==> config.mk <==
export PLATFORM = sky130hd
export DESIGN_NAME = pwr_part_ctrl
export DESIGN_NICKNAME = d
export VERILOG_FILES = /design/src/rtl/pgc_pkg.sv /design/src/rtl/pgc_decode.sv /design/src/rtl/pgc_toggle_seq.sv /design/src/rtl/pgc_clamp_bank.sv /design/src/rtl/pwr_part_ctrl.sv
export SDC_FILE = /design/constraint.sdc
export NUM_CORES = 1
export LEC_CHECK = 0
export ABC_AREA = 1
export CORE_AREA = 2 2 82 100
export CTS_BUF_LIST = sky130_fd_sc_hd__clkbuf_16
export CTS_CLUSTER_SIZE = 28
export DETAILED_ROUTE_END_ITERATION = 16
export DIE_AREA = 0 0 84 102
export PLACE_DENSITY_LB_ADDON = 0.1
export SETUP_SLACK_MARGIN = 0.1
export SYNTH_ARGS = -nofsm -noshare
export SYNTH_HDL_FRONTEND = slang
export SYNTH_SLANG_ARGS = --single-unit
export TNS_END_PERCENT = 1
==> constraint.sdc <==
create_clock -name clk -period 2.4 [get_ports clk]
set_input_delay 0.48 -clock clk [delete_from_list [all_inputs] [get_ports clk]]
set_output_delay 0.48 -clock clk [all_outputs]
set_load 0.01 [all_outputs]
==> src/rtl/pgc_pkg.sv <==
`timescale 1ns/1ps
package pgc_pkg;
   // register byte offsets seen by software
   localparam int unsigned OFS_TOGGLE  = 32'h030;
   localparam int unsigned OFS_RELEASE = 32'h034;
   localparam int unsigned OFS_STATUS  = 32'h038;
   localparam int unsigned OFS_BUSY    = 32'h03C;
   localparam int unsigned OFS_RAIL    = 32'h2D4;

   // toggle word layout
   localparam int unsigned TOG_START_BIT = 8;
   localparam int unsigned TOG_ID_W      = 8;

   // release bits cross-wired in legacy mode
   localparam int unsigned SWAP_LO = 3;
   localparam int unsigned SWAP_HI = 4;

   function automatic bit part_count_ok(input int n);
      return (n == 7) || (n == 14) || (n == 23) || (n == 25);
   endfunction

   typedef struct packed {
      logic                tog_req;
      logic [TOG_ID_W-1:0] tog_id;
      logic                rel_req;
      logic                rail_wr;
      logic                rail_val;
   } pgc_cmd_t;
endpackage

==> src/rtl/pgc_decode.sv <==
`timescale 1ns/1ps
module pgc_decode
   import pgc_pkg::*;
#(
   parameter int NUM_PARTS   = 7,
   parameter int ADDR_W      = 12,
   parameter int DATA_W      = 32,
   parameter bit LEGACY_SWAP = 1'b1
) (
   input  logic                 bus_wr,
   input  logic [ADDR_W-1:0]    bus_addr,
   input  logic [DATA_W-1:0]    bus_wdata,
   output pgc_cmd_t             cmd,
   output logic [NUM_PARTS-1:0] rel_mask
);
   localparam logic [TOG_ID_W-1:0] ID_LIMIT = TOG_ID_W'(NUM_PARTS);

   logic hit_tog, hit_rel, hit_rail;

   assign hit_tog  = bus_wr && (bus_addr == ADDR_W'(OFS_TOGGLE));
   assign hit_rel  = bus_wr && (bus_addr == ADDR_W'(OFS_RELEASE));
   assign hit_rail = bus_wr && (bus_addr == ADDR_W'(OFS_RAIL));

   always_comb begin
      cmd          = '0;
      cmd.tog_id   = bus_wdata[TOG_ID_W-1:0];
      cmd.tog_req  = hit_tog && bus_wdata[TOG_START_BIT] &&
                     (bus_wdata[TOG_ID_W-1:0] < ID_LIMIT);
      cmd.rel_req  = hit_rel;
      cmd.rail_wr  = hit_rail;
      cmd.rail_val = |bus_wdata;
   end

   // release mask routing, optionally cross-wired for the legacy pair
   for (genvar i = 0; i < NUM_PARTS; i++) begin : g_map
      if (LEGACY_SWAP && (i == SWAP_LO)) begin : g_lo
         assign rel_mask[i] = bus_wdata[SWAP_HI];
      end else if (LEGACY_SWAP && (i == SWAP_HI)) begin : g_hi
         assign rel_mask[i] = bus_wdata[SWAP_LO];
      end else begin : g_str
         assign rel_mask[i] = bus_wdata[i];
      end
   end
endmodule

==> src/rtl/pgc_toggle_seq.sv <==
`timescale 1ns/1ps
module pgc_toggle_seq
   import pgc_pkg::*;
#(
   parameter int NUM_PARTS     = 7,
   parameter int SETTLE_CYCLES = 8
) (
   input  logic                 clk,
   input  logic                 rst_n,
   input  logic                 tog_req,
   input  logic [TOG_ID_W-1:0]  tog_id,
   output logic [NUM_PARTS-1:0] pwr_state,
   output logic                 busy,
   output logic [NUM_PARTS-1:0] off_start,
   output logic [NUM_PARTS-1:0] inflight
);
   localparam int CNT_W = (SETTLE_CYCLES > 1) ? $clog2(SETTLE_CYCLES) : 1;
   localparam logic [NUM_PARTS-1:0] ONE = {{(NUM_PARTS-1){1'b0}}, 1'b1};

   logic [NUM_PARTS-1:0] pwr_q, tgt_q, req_oh;
   logic [CNT_W-1:0]     cnt_q;
   logic                 busy_q, accept;

   assign req_oh = ONE << tog_id;
   assign accept = tog_req && !busy_q;

   always_ff @(posedge clk or negedge rst_n) begin
      if (!rst_n) begin
         pwr_q  <= '0;
         tgt_q  <= '0;
         cnt_q  <= '0;
         busy_q <= 1'b0;
      end else if (accept) begin
         busy_q <= 1'b1;
         cnt_q  <= CNT_W'(SETTLE_CYCLES - 1);
         tgt_q  <= req_oh;
      end else if (busy_q) begin
         if (cnt_q == '0) begin
            busy_q <= 1'b0;
            pwr_q  <= pwr_q ^ tgt_q;
         end else begin
            cnt_q <= cnt_q - 1'b1;
         end
      end
   end

   assign pwr_state = pwr_q;
   assign busy      = busy_q;
   assign off_start = accept ? (req_oh & pwr_q) : '0;
   assign inflight  = busy_q ? tgt_q : '0;
endmodule

==> src/rtl/pgc_clamp_bank.sv <==
`timescale 1ns/1ps
module pgc_clamp_bank #(
   parameter int NUM_PARTS = 7
) (
   input  logic                 clk,
   input  logic                 rst_n,
   input  logic                 rel_req,
   input  logic [NUM_PARTS-1:0] rel_mask,
   input  logic [NUM_PARTS-1:0] pwr_state,
   input  logic [NUM_PARTS-1:0] off_start,
   input  logic [NUM_PARTS-1:0] inflight,
   output logic [NUM_PARTS-1:0] clamp
);
   for (genvar i = 0; i < NUM_PARTS; i++) begin : g_bit
      logic clamp_q;
      always_ff @(posedge clk or negedge rst_n) begin
         if (!rst_n)
            clamp_q <= 1'b1;
         else if (off_start[i])
            clamp_q <= 1'b1;
         else if (rel_req && rel_mask[i] && pwr_state[i] && !inflight[i])
            clamp_q <= 1'b0;
      end
      assign clamp[i] = clamp_q;
   end
endmodule

==> src/rtl/pwr_part_ctrl.sv <==
`timescale 1ns/1ps
module pwr_part_ctrl
   import pgc_pkg::*;
#(
   parameter int NUM_PARTS     = 7,
   parameter int SETTLE_CYCLES = 8,
   parameter int ADDR_W        = 12,
   parameter int DATA_W        = 32,
   parameter bit LEGACY_SWAP   = 1'b1
) (
   input  logic                 clk,
   input  logic                 rst_n,
   input  logic                 bus_wr,
   input  logic                 bus_rd,
   input  logic [ADDR_W-1:0]    bus_addr,
   input  logic [DATA_W-1:0]    bus_wdata,
   output logic [DATA_W-1:0]    bus_rdata,
   output logic [NUM_PARTS-1:0] part_pwr_en,
   output logic [NUM_PARTS-1:0] part_clamp_en,
   output logic                 rail_clamp_en
);
   initial begin
      assert (part_count_ok(NUM_PARTS))
         else $error("NUM_PARTS must be 7, 14, 23 or 25");
      assert (SETTLE_CYCLES >= 1) else $error("SETTLE_CYCLES must be at least 1");
      assert (DATA_W >= NUM_PARTS && DATA_W > TOG_START_BIT)
         else $error("DATA_W too narrow");
      assert (ADDR_W >= 10) else $error("ADDR_W too narrow for the register map");
   end

   pgc_cmd_t             cmd;
   logic [NUM_PARTS-1:0] rel_mask, pwr_state, off_start, inflight, clamp;
   logic                 toggle_busy, rail_q;

   pgc_decode #(
      .NUM_PARTS(NUM_PARTS), .ADDR_W(ADDR_W), .DATA_W(DATA_W), .LEGACY_SWAP(LEGACY_SWAP)
   ) u_dec (
      .bus_wr(bus_wr), .bus_addr(bus_addr), .bus_wdata(bus_wdata),
      .cmd(cmd), .rel_mask(rel_mask)
   );

   pgc_toggle_seq #(
      .NUM_PARTS(NUM_PARTS), .SETTLE_CYCLES(SETTLE_CYCLES)
   ) u_seq (
      .clk(clk), .rst_n(rst_n), .tog_req(cmd.tog_req), .tog_id(cmd.tog_id),
      .pwr_state(pwr_state), .busy(toggle_busy), .off_start(off_start), .inflight(inflight)
   );

   pgc_clamp_bank #(
      .NUM_PARTS(NUM_PARTS)
   ) u_clamp (
      .clk(clk), .rst_n(rst_n), .rel_req(cmd.rel_req), .rel_mask(rel_mask),
      .pwr_state(pwr_state), .off_start(off_start), .inflight(inflight), .clamp(clamp)
   );

   // graphics rail clamp: zero releases, non-zero clamps
   always_ff @(posedge clk or negedge rst_n) begin
      if (!rst_n)
         rail_q <= 1'b1;
      else if (cmd.rail_wr)
         rail_q <= cmd.rail_val;
   end

   always_comb begin
      bus_rdata = '0;
      if (bus_rd) begin
         if (bus_addr == ADDR_W'(OFS_STATUS))
            bus_rdata[NUM_PARTS-1:0] = pwr_state;
         else if (bus_addr == ADDR_W'(OFS_BUSY))
            bus_rdata[0] = toggle_busy;
         else if (bus_addr == ADDR_W'(OFS_RAIL))
            bus_rdata[0] = rail_q;
      end
   end

   assign part_pwr_en   = pwr_state;
   assign part_clamp_en = clamp;
   assign rail_clamp_en = rail_q;
endmodule

==> results of run 1 <==
layout by cell type, fill, tap and decap left out, drive strengths merged:
cell	synthesis	final
inv	33	33
o211ai	1	1
nand4	4	4
dfstp	8	8
nor2	58	58
nand3	26	26
or2	1	1
dlymetal6s2s	0	4
conb	1	25
clkdlybuf4s50	0	58
o21ai	11	11
ha	2	2
nand2	53	53
clkbuf	0	7
a21oi	2	2
clkinv	1	2
buf	35	22
xor2	7	7
nand3b	1	1
dfrtp	18	18
nor3	4	4
power by group:
group / internal, W / switching, W / total (W)
registers: 0.000439 / 0.000000146 / 0.000439
logic: 0.0000874 / 0.0000697 / 0.000157
clock network: 0.000223 / 0.000151 / 0.000374
total: 0.000749 / 0.000221 / 0.000970
worst max-delay path by stage:
stage / start / cells past startpoint / to / slack, ns
finish: bus_addr[9] / 8 / bus_rdata[5] / 0.20
global route: bus_addr[11] / 10 / bus_rdata[0] / 0.1
CTS: bus_addr[4] / 11 / bus_rdata[0] / 0.04
detailed placement: bus_addr[1] / 8 / bus_rdata[3] / -0.29
global placement: bus_addr[1] / 8 / bus_rdata[3] / -0.30
floorplan: bus_addr[11] / 5 / bus_rdata[1] / 0.72
area by class of cell:
class,count,area [um2],share of cell area (%)
inverter,34,127.6,4.735
sequential,26,660.6,24.51
timing repair buffer,88,812.0,30.13
clock buffer,3,75.07,2.786
multi-input combinational,195,900.9,33.43
tap,92,115.1,4.271
clock inverter,1,3.754,0.1393
worst max-delay path, delay by kind of cell:
family | cells | cell delay [ns]
buffers and inverters | 3 | 0.74
and+or+nand+nor | 5 | 0.51
cells in the mapped netlist, drive strengths merged:
master and instances:
nand3 26, a21oi 2, ha 2, xor2 7, buf 35, nor2 58
or2 1, o21ai 11, nand3b 1, nor3 4, conb 1, inv 33
dfstp 8, clkinv 1, nand2 53, o211ai 1, nand4 4, dfrtp 18
metal layers:
metal  share of wire, %  vias up  global-route usage, %
met5                  0        -                      0
met3                5.1        2                  1.616
met4               0.81        0                  3.350
li1                   -      926                      -
met2                 53       64                  22.40
met1                 41      788                  13.22
state kept, by name (all words and copies together), names as in the netlist:
name and flops:
u_seq.pwr_state 7, u_seq.cnt_q 3, rail_clamp_en 1, u_seq.tgt_q 7
u_seq.busy 1, u_clamp.g_bit.clamp_q 7
per-stage QoR:
step	cell area [um2]	setup TNS, ns	utilization [%]
after floorplan	1936	0	-
after global placement	2615	-1.788	34.52
after detailed placement	2615	-1.736	34.52
after CTS	2688	0	35.47
after global routing	2695	0	35.57
final	2695	0	35.57
cells by family (layout without fill, tap and decap cells):
group	count (synthesis)	after routing	share of synthesized area [%]
other cells	1	25	0.2032
fa+ha+maj	2	2	1.356
compound gates	14	14	3.932
xor+xnor	7	7	3.322
simple gates	147	147	34.31
flops	26	26	35.80
buf+inv	69	126	21.08
timing repair:
| action | 4_1_cts | 5_1_grt |
|---|---|---|
| setup endpoints to repair | 7 | 7 |
| pin swaps | 0 | 4 |
| gates cloned | 0 | 0 |
| hold buffers | 0 | 0 |
| resized for setup | 14 | 22 |
| buffers inserted | 0 | 1 |
==> out/metrics.cfg, run 1 <==
[outcome]
status=complete, no violations

[worst_setup_path]
r2r-end=u_seq.cnt_q[1]$_DFFE_PN0P_
max_stage_delay_ns=0.42
rr_worst_depth=8
path_cells=clkdlybuf4s50_1 > nor2_1 > nand2_1 > nor2_4 > nand4_1 > buf_4 > nor2_1 > clkbuf_2
worstPathRequired_ns=1.92
cpMaxStageDelayCell=clkdlybuf4s50_1
cp-start-kind=input port
cp.arrival_ns=1.72
ff2ff_setup_slack_ns=0.85
regToRegStartpoint=u_seq.cnt_q[0]$_DFFE_PN0P_
cp_common_cell=nor2_1
worstSetupPathType=input port to primary output
worstSetupEndpointType=primary output
cp_max_fo=6

[power]
powerDensity_nw_per_um2=360.0
p_leak_nw=1.340
power_w=0.0009703
vdd_ir_drop_max_mv=0.2336

[hold_path]
min_to=u_seq.tgt_q[1]$_DFFE_PN0P_
holdPathStages=2
hold_start=u_seq.tgt_q[1]$_DFFE_PN0P_
hold_path.class=flip-flop to flip-flop

[die]
ioPinCount=95
rows=35
dieArea_um2=8568
start_util_pct=24.36
core-area_um2=7576
die_y_um=102
die_w_um=84

[timing]
finalCritPeriodShare_pct=91.62
worst_slew_pin_slew_ns=0.4970
slew_viol_final=0
max_freq_mhz=454.8
whs_ns=0.4779
hold_viol_final=0
setup_violations=0
setup_ws_ns=0.2012
max_slew_margin_pct=66.61
grt_setup_unrepaired=no
clock_skew_ns=0.002062
period_minus_slack_ns=2.199

[placed_design]
hpwlAfterDp_um=3954
io_buffers=69
pre_cts_slack_ns=-0.2864
gp_congestion=0.7242
placed_cells=434

[finish]
final_nets=398
final_cells=439
antenna_cells=0
fill_cells=834
drive_above_1_share_pct=14.41
area_delta_synth_final_pct=46.03

[drt]
via_count=1780
drt_iter0_markers=41
wl_um=4839
first_pass_iters=4
postRouteAntennaNets=0
drc=0
drt-vias-per-instance=4.055
wl_per_cell_um=11.02

[yosys]
ys.warnings.count=0
postSynthAreaPerCell_um2=6.938
synth-seq-cells=26
synth_top_area_share_pct=24.41
syn_inst=266
syn-cell-area_um2=1846
yosys.area.top_type=dfrtp_1
ys_top_cells_by_area=dfrtp_1 (24%), buf_4 (13%), dfstp_2 (11%)
ys_seq_area_share_pct=35.80
synth_cell_type_count=23

[global_routing]
grt_pass1_vias=1752
grt_max_degree=27
grt_pass1_wl_um=7948
grt.total_usage_pct=11.56
grt_antenna_before_repair=0
grt_overflow_total=0

[clocking]
clockBufferDepth=2
cts_buffers=3
clk_pin_slew_ns=0.07
htree_num_levels=1
cts_tree=done
clock_latency_ns=0.26
clock-sinks=26
cts-root-buf=clkbuf_16

[run]
maxCapViolations=0

(Power assumes the default switching activity.)
==> run 2: changes to the inputs <==
--- a/config.mk
+++ b/config.mk
@@ -5,12 +5,11 @@
 export SDC_FILE = /design/constraint.sdc
 export NUM_CORES = 1
 export LEC_CHECK = 0
-export ABC_AREA = 1
-export CORE_AREA = 2 2 82 100
+export CORE_AREA = 2 2 81 99
 export CTS_BUF_LIST = sky130_fd_sc_hd__clkbuf_16
 export CTS_CLUSTER_SIZE = 28
 export DETAILED_ROUTE_END_ITERATION = 16
-export DIE_AREA = 0 0 84 102
+export DIE_AREA = 0 0 83 101
 export PLACE_DENSITY_LB_ADDON = 0.1
 export SETUP_SLACK_MARGIN = 0.1
 export SYNTH_ARGS = -nofsm -noshare
==> out/metrics.cfg, run 2 <==
[outcome]
status=complete, no violations

[worst_setup_path]
path_cells=buf_6 > nor4b_4 > nor3b_4 > and3_4 > buf_6 > buf_6 > and2_4 > buf_6
worstPathRequired_ns=1.92  ; about the same
cp_top_family=simple AND/OR/NAND/NOR gates
cp_common_cell=buf_6
worstSetupPathType=input port to primary output
cp-start-kind=input port
worstSetupEndpointType=primary output
max_stage_delay_ns=0.28  ; -0.14 ns
cpMaxStageDelayCell=nor4b_4
cp.arrival_ns=1.76  ; +0.04 ns
crit_buf_inv=4  ; +1
cp_max_fo=4  ; -2

[yosys]
synth_cell_type_count=39  ; +70%
ys_seq_area_share_pct=36.51  ; +0.72 points
synth-seq-cells=26  ; unchanged
ys_top_cells_by_area=dfrtp_1 (25%), buf_4 (13%), dfstp_2 (12%)
synth_top_area_share_pct=24.90  ; +0.49 points
postSynthAreaPerCell_um2=9.374  ; +35%
yosys.area.top_type=dfrtp_1
synth.most_common_cell=buf_4
ys.warnings.count=0  ; unchanged
async_flop_share_pct=100.0  ; unchanged
syn_inst=193  ; -27%
dominantRegCellSynth=dfrtp_1
synth-edff-count=0  ; unchanged
syn-cell-area_um2=1809  ; -2.0%
ys_top_cells_by_count=buf_4 (32), nand2_1 (25), dfrtp_1 (18)

[global_routing]
grt_antenna_before_repair=0  ; unchanged
grt_pass1_wl_um=8259  ; +3.9%
grt_pass1_vias=1608  ; -8.2%
grt_max_degree=27  ; unchanged
grt_overflow_total=0  ; unchanged
grt.total_usage_pct=12.31  ; +0.75 points

[clocking]
cts-root-buf=clkbuf_16
clock-sinks=26  ; unchanged
clockBufferDepth=2  ; unchanged
clock_latency_ns=0.26  ; about the same
htree_num_levels=1  ; unchanged
ctsHoldBuffers=0  ; unchanged
cts_buffers=3  ; unchanged
cts_tree=done
clk_pin_slew_ns=0.07  ; about the same

[hold_path]
hold_path.class=flip-flop to flip-flop

[power]
vdd_ir_drop_max_mv=0.2671  ; +14%
powerDensity_nw_per_um2=395.4  ; +9.8%
p_leak_nw=1.216  ; -9.2%

[drt]
postRouteAntennaNets=0  ; unchanged
drt-vias-per-instance=4.341  ; +7.1%
via_count=1641  ; -7.8%
first_pass_iters=4  ; unchanged
wl_per_cell_um=13.57  ; +23%
drt_iter0_markers=43  ; +4.9%
drc=0  ; unchanged
wl_um=5129  ; +6.0%

[timing]
slew_viol_final=0  ; unchanged
max_freq_mhz=447.3  ; -1.7%
hold_viol_final=0  ; unchanged
finalCritPeriodShare_pct=93.15  ; +1.5 points
worst_slew_pin_slew_ns=0.5081  ; +0.01112 ns
max_slew_margin_pct=65.77  ; -0.84 points
whs_ns=0.4983  ; +0.02041 ns
clock_skew_ns=0.002420  ; +0.0003582 ns
finalSetupTns_ns=0  ; unchanged
setup_violations=0  ; unchanged
grt_setup_unrepaired=yes
period_minus_slack_ns=2.236  ; +0.03690 ns

[die]
die_y_um=101  ; -0.98%
die_w_um=83  ; -1.2%
start_util_pct=24.16  ; -0.20 points
rows=35  ; unchanged
dieArea_um2=8383  ; -2.2%
ioPinCount=95  ; unchanged
core-area_um2=7488  ; -1.2%

[placed_design]
placed_cells=368  ; -15%
gp_congestion=0.7583  ; +4.7%
io_buffers=69  ; unchanged
hpwlAfterDp_um=4147  ; +4.9%

[finish]
multi_input_area_um2=978.4  ; +8.6%
drive_above_1_share_pct=25.17  ; +11 points
antenna_cells=0  ; unchanged
fill_cells=792  ; -5.0%
final_common_cell=clkdlybuf4s50_1
final_cell_mix=clkdlybuf4s50_1 (50), buf_4 (28), nand2_1 (25), conb_1 (25), dfrtp_1 (18)
final_cells=378  ; -14%
area_delta_synth_final_pct=52.90
final_nets=337  ; -15%
regArea_um2=660.6  ; unchanged

[run]
maxCapViolations=0  ; unchanged

## run 2: changes by cell type in the layout (fill, tap and decap cells not counted), moves of 10 or more
cell | before | now
nand3_1 | 25 | 13
nor2_1 | 50 | 4
buf_4 | 18 | 28
nand2_1 | 52 | 25
inv_1 | 31 | 4
## run 2: tightest hold or removal path, stage by stage (launching register included)
cell and delay [ns]:
dfstp_2 0.37, o21ai_0 0.05, o21ai_0 0.07
## run 2: power breakdown
part / internal (W) / switching (W)
Combinational: 0.0000907 / 0.0000709
Clock: 0.000332 / 0.000161
Sequential: 0.000439 / 0.000000121
Total: 0.000862 / 0.000232
## run 2: what timing repair did
action,CTS,global route
pin swaps,4,4
resized for setup,53,7
buffers inserted,6,0
setup endpoints to repair,7,6
## run 2: area by class of cell
cell class	count	share of cell area, %
inverters	4	0.5427
clock inverters	1	1.085
well taps	92	4.161
clock buffers	3	2.714
flip-flops and latches	26	23.88
multi-input cells	153	35.37
repair buffers	99	32.25
## run 2: cells by family after synthesis
logic type | Yosys count | synth area share (%)
other | 1 | 0.2073
adders and majority gates | 2 | 1.383
and+or+nand+nor | 92 | 32.43
muxes | 8 | 5.325
DFF | 26 | 36.51
buffers and inverters | 38 | 14.94
AOI/OAI and AO/OA | 18 | 5.325
xor gates and xnor gates | 8 | 3.873
## run 2: final timing paths
kind                                                       from                                   end  slack [ns]  cells after the start
max in group asynchronous                                 rst_n  u_clamp.g_bit[5].clamp_q$_DFFE_PN1P_        1.51                      2
min in group asynchronous                                 rst_n            u_seq.cnt_q[0]$_DFFE_PN0P_        0.58                      2
min reg2reg                u_clamp.g_bit[0].clamp_q$_DFFE_PN1P_  u_clamp.g_bit[0].clamp_q$_DFFE_PN1P_        0.50                      2
max reg2reg                                u_seq.busy$_DFF_PN0_            u_seq.tgt_q[2]$_DFFE_PN0P_        0.70                      5
min                        u_clamp.g_bit[0].clamp_q$_DFFE_PN1P_  u_clamp.g_bit[0].clamp_q$_DFFE_PN1P_        0.50                      2
max                                                 bus_addr[8]                          bus_rdata[4]        0.16                      8
## run 2: layer usage
metal	up-vias	track usage (%)	wire, um
li1	808	-	-
met1	789	14.49	2124
met2	40	23.76	2809
met3	4	1.065	140
met4	0	3.405	55
met5	-	0	0
## run 2: per-stage QoR
stage / power [W] / setup slack, ns / instance area, um2 / utilization, %
after floorplan: 0.0005142 / 0.4415 / 1899 / -
after global placement: 0.0006136 / -0.5799 / 2630 / 35.12
after detailed placement: 0.0006135 / -0.5974 / 2630 / 35.12
after CTS: 0.001110 / 0.1043 / 2760 / 36.86
after global routing: 0.001138 / 0.06413 / 2766 / 36.94
final: 0.001094 / 0.1643 / 2766 / 36.94
==> run 3: changes to the inputs <==
--- a/config.mk
+++ b/config.mk
@@ -5,11 +5,12 @@
 export SDC_FILE = /design/constraint.sdc
 export NUM_CORES = 1
 export LEC_CHECK = 0
-export CORE_AREA = 2 2 81 99
+export ABC_AREA = 1
+export CORE_AREA = 2 2 82 100
 export CTS_BUF_LIST = sky130_fd_sc_hd__clkbuf_16
 export CTS_CLUSTER_SIZE = 28
 export DETAILED_ROUTE_END_ITERATION = 16
-export DIE_AREA = 0 0 83 101
+export DIE_AREA = 0 0 84 102
 export PLACE_DENSITY_LB_ADDON = 0.1
 export SETUP_SLACK_MARGIN = 0.1
 export SYNTH_ARGS = -nofsm -noshare
==> results of run 3 <==
No change in the layout: final DEF, timing and power equal those of run 1.
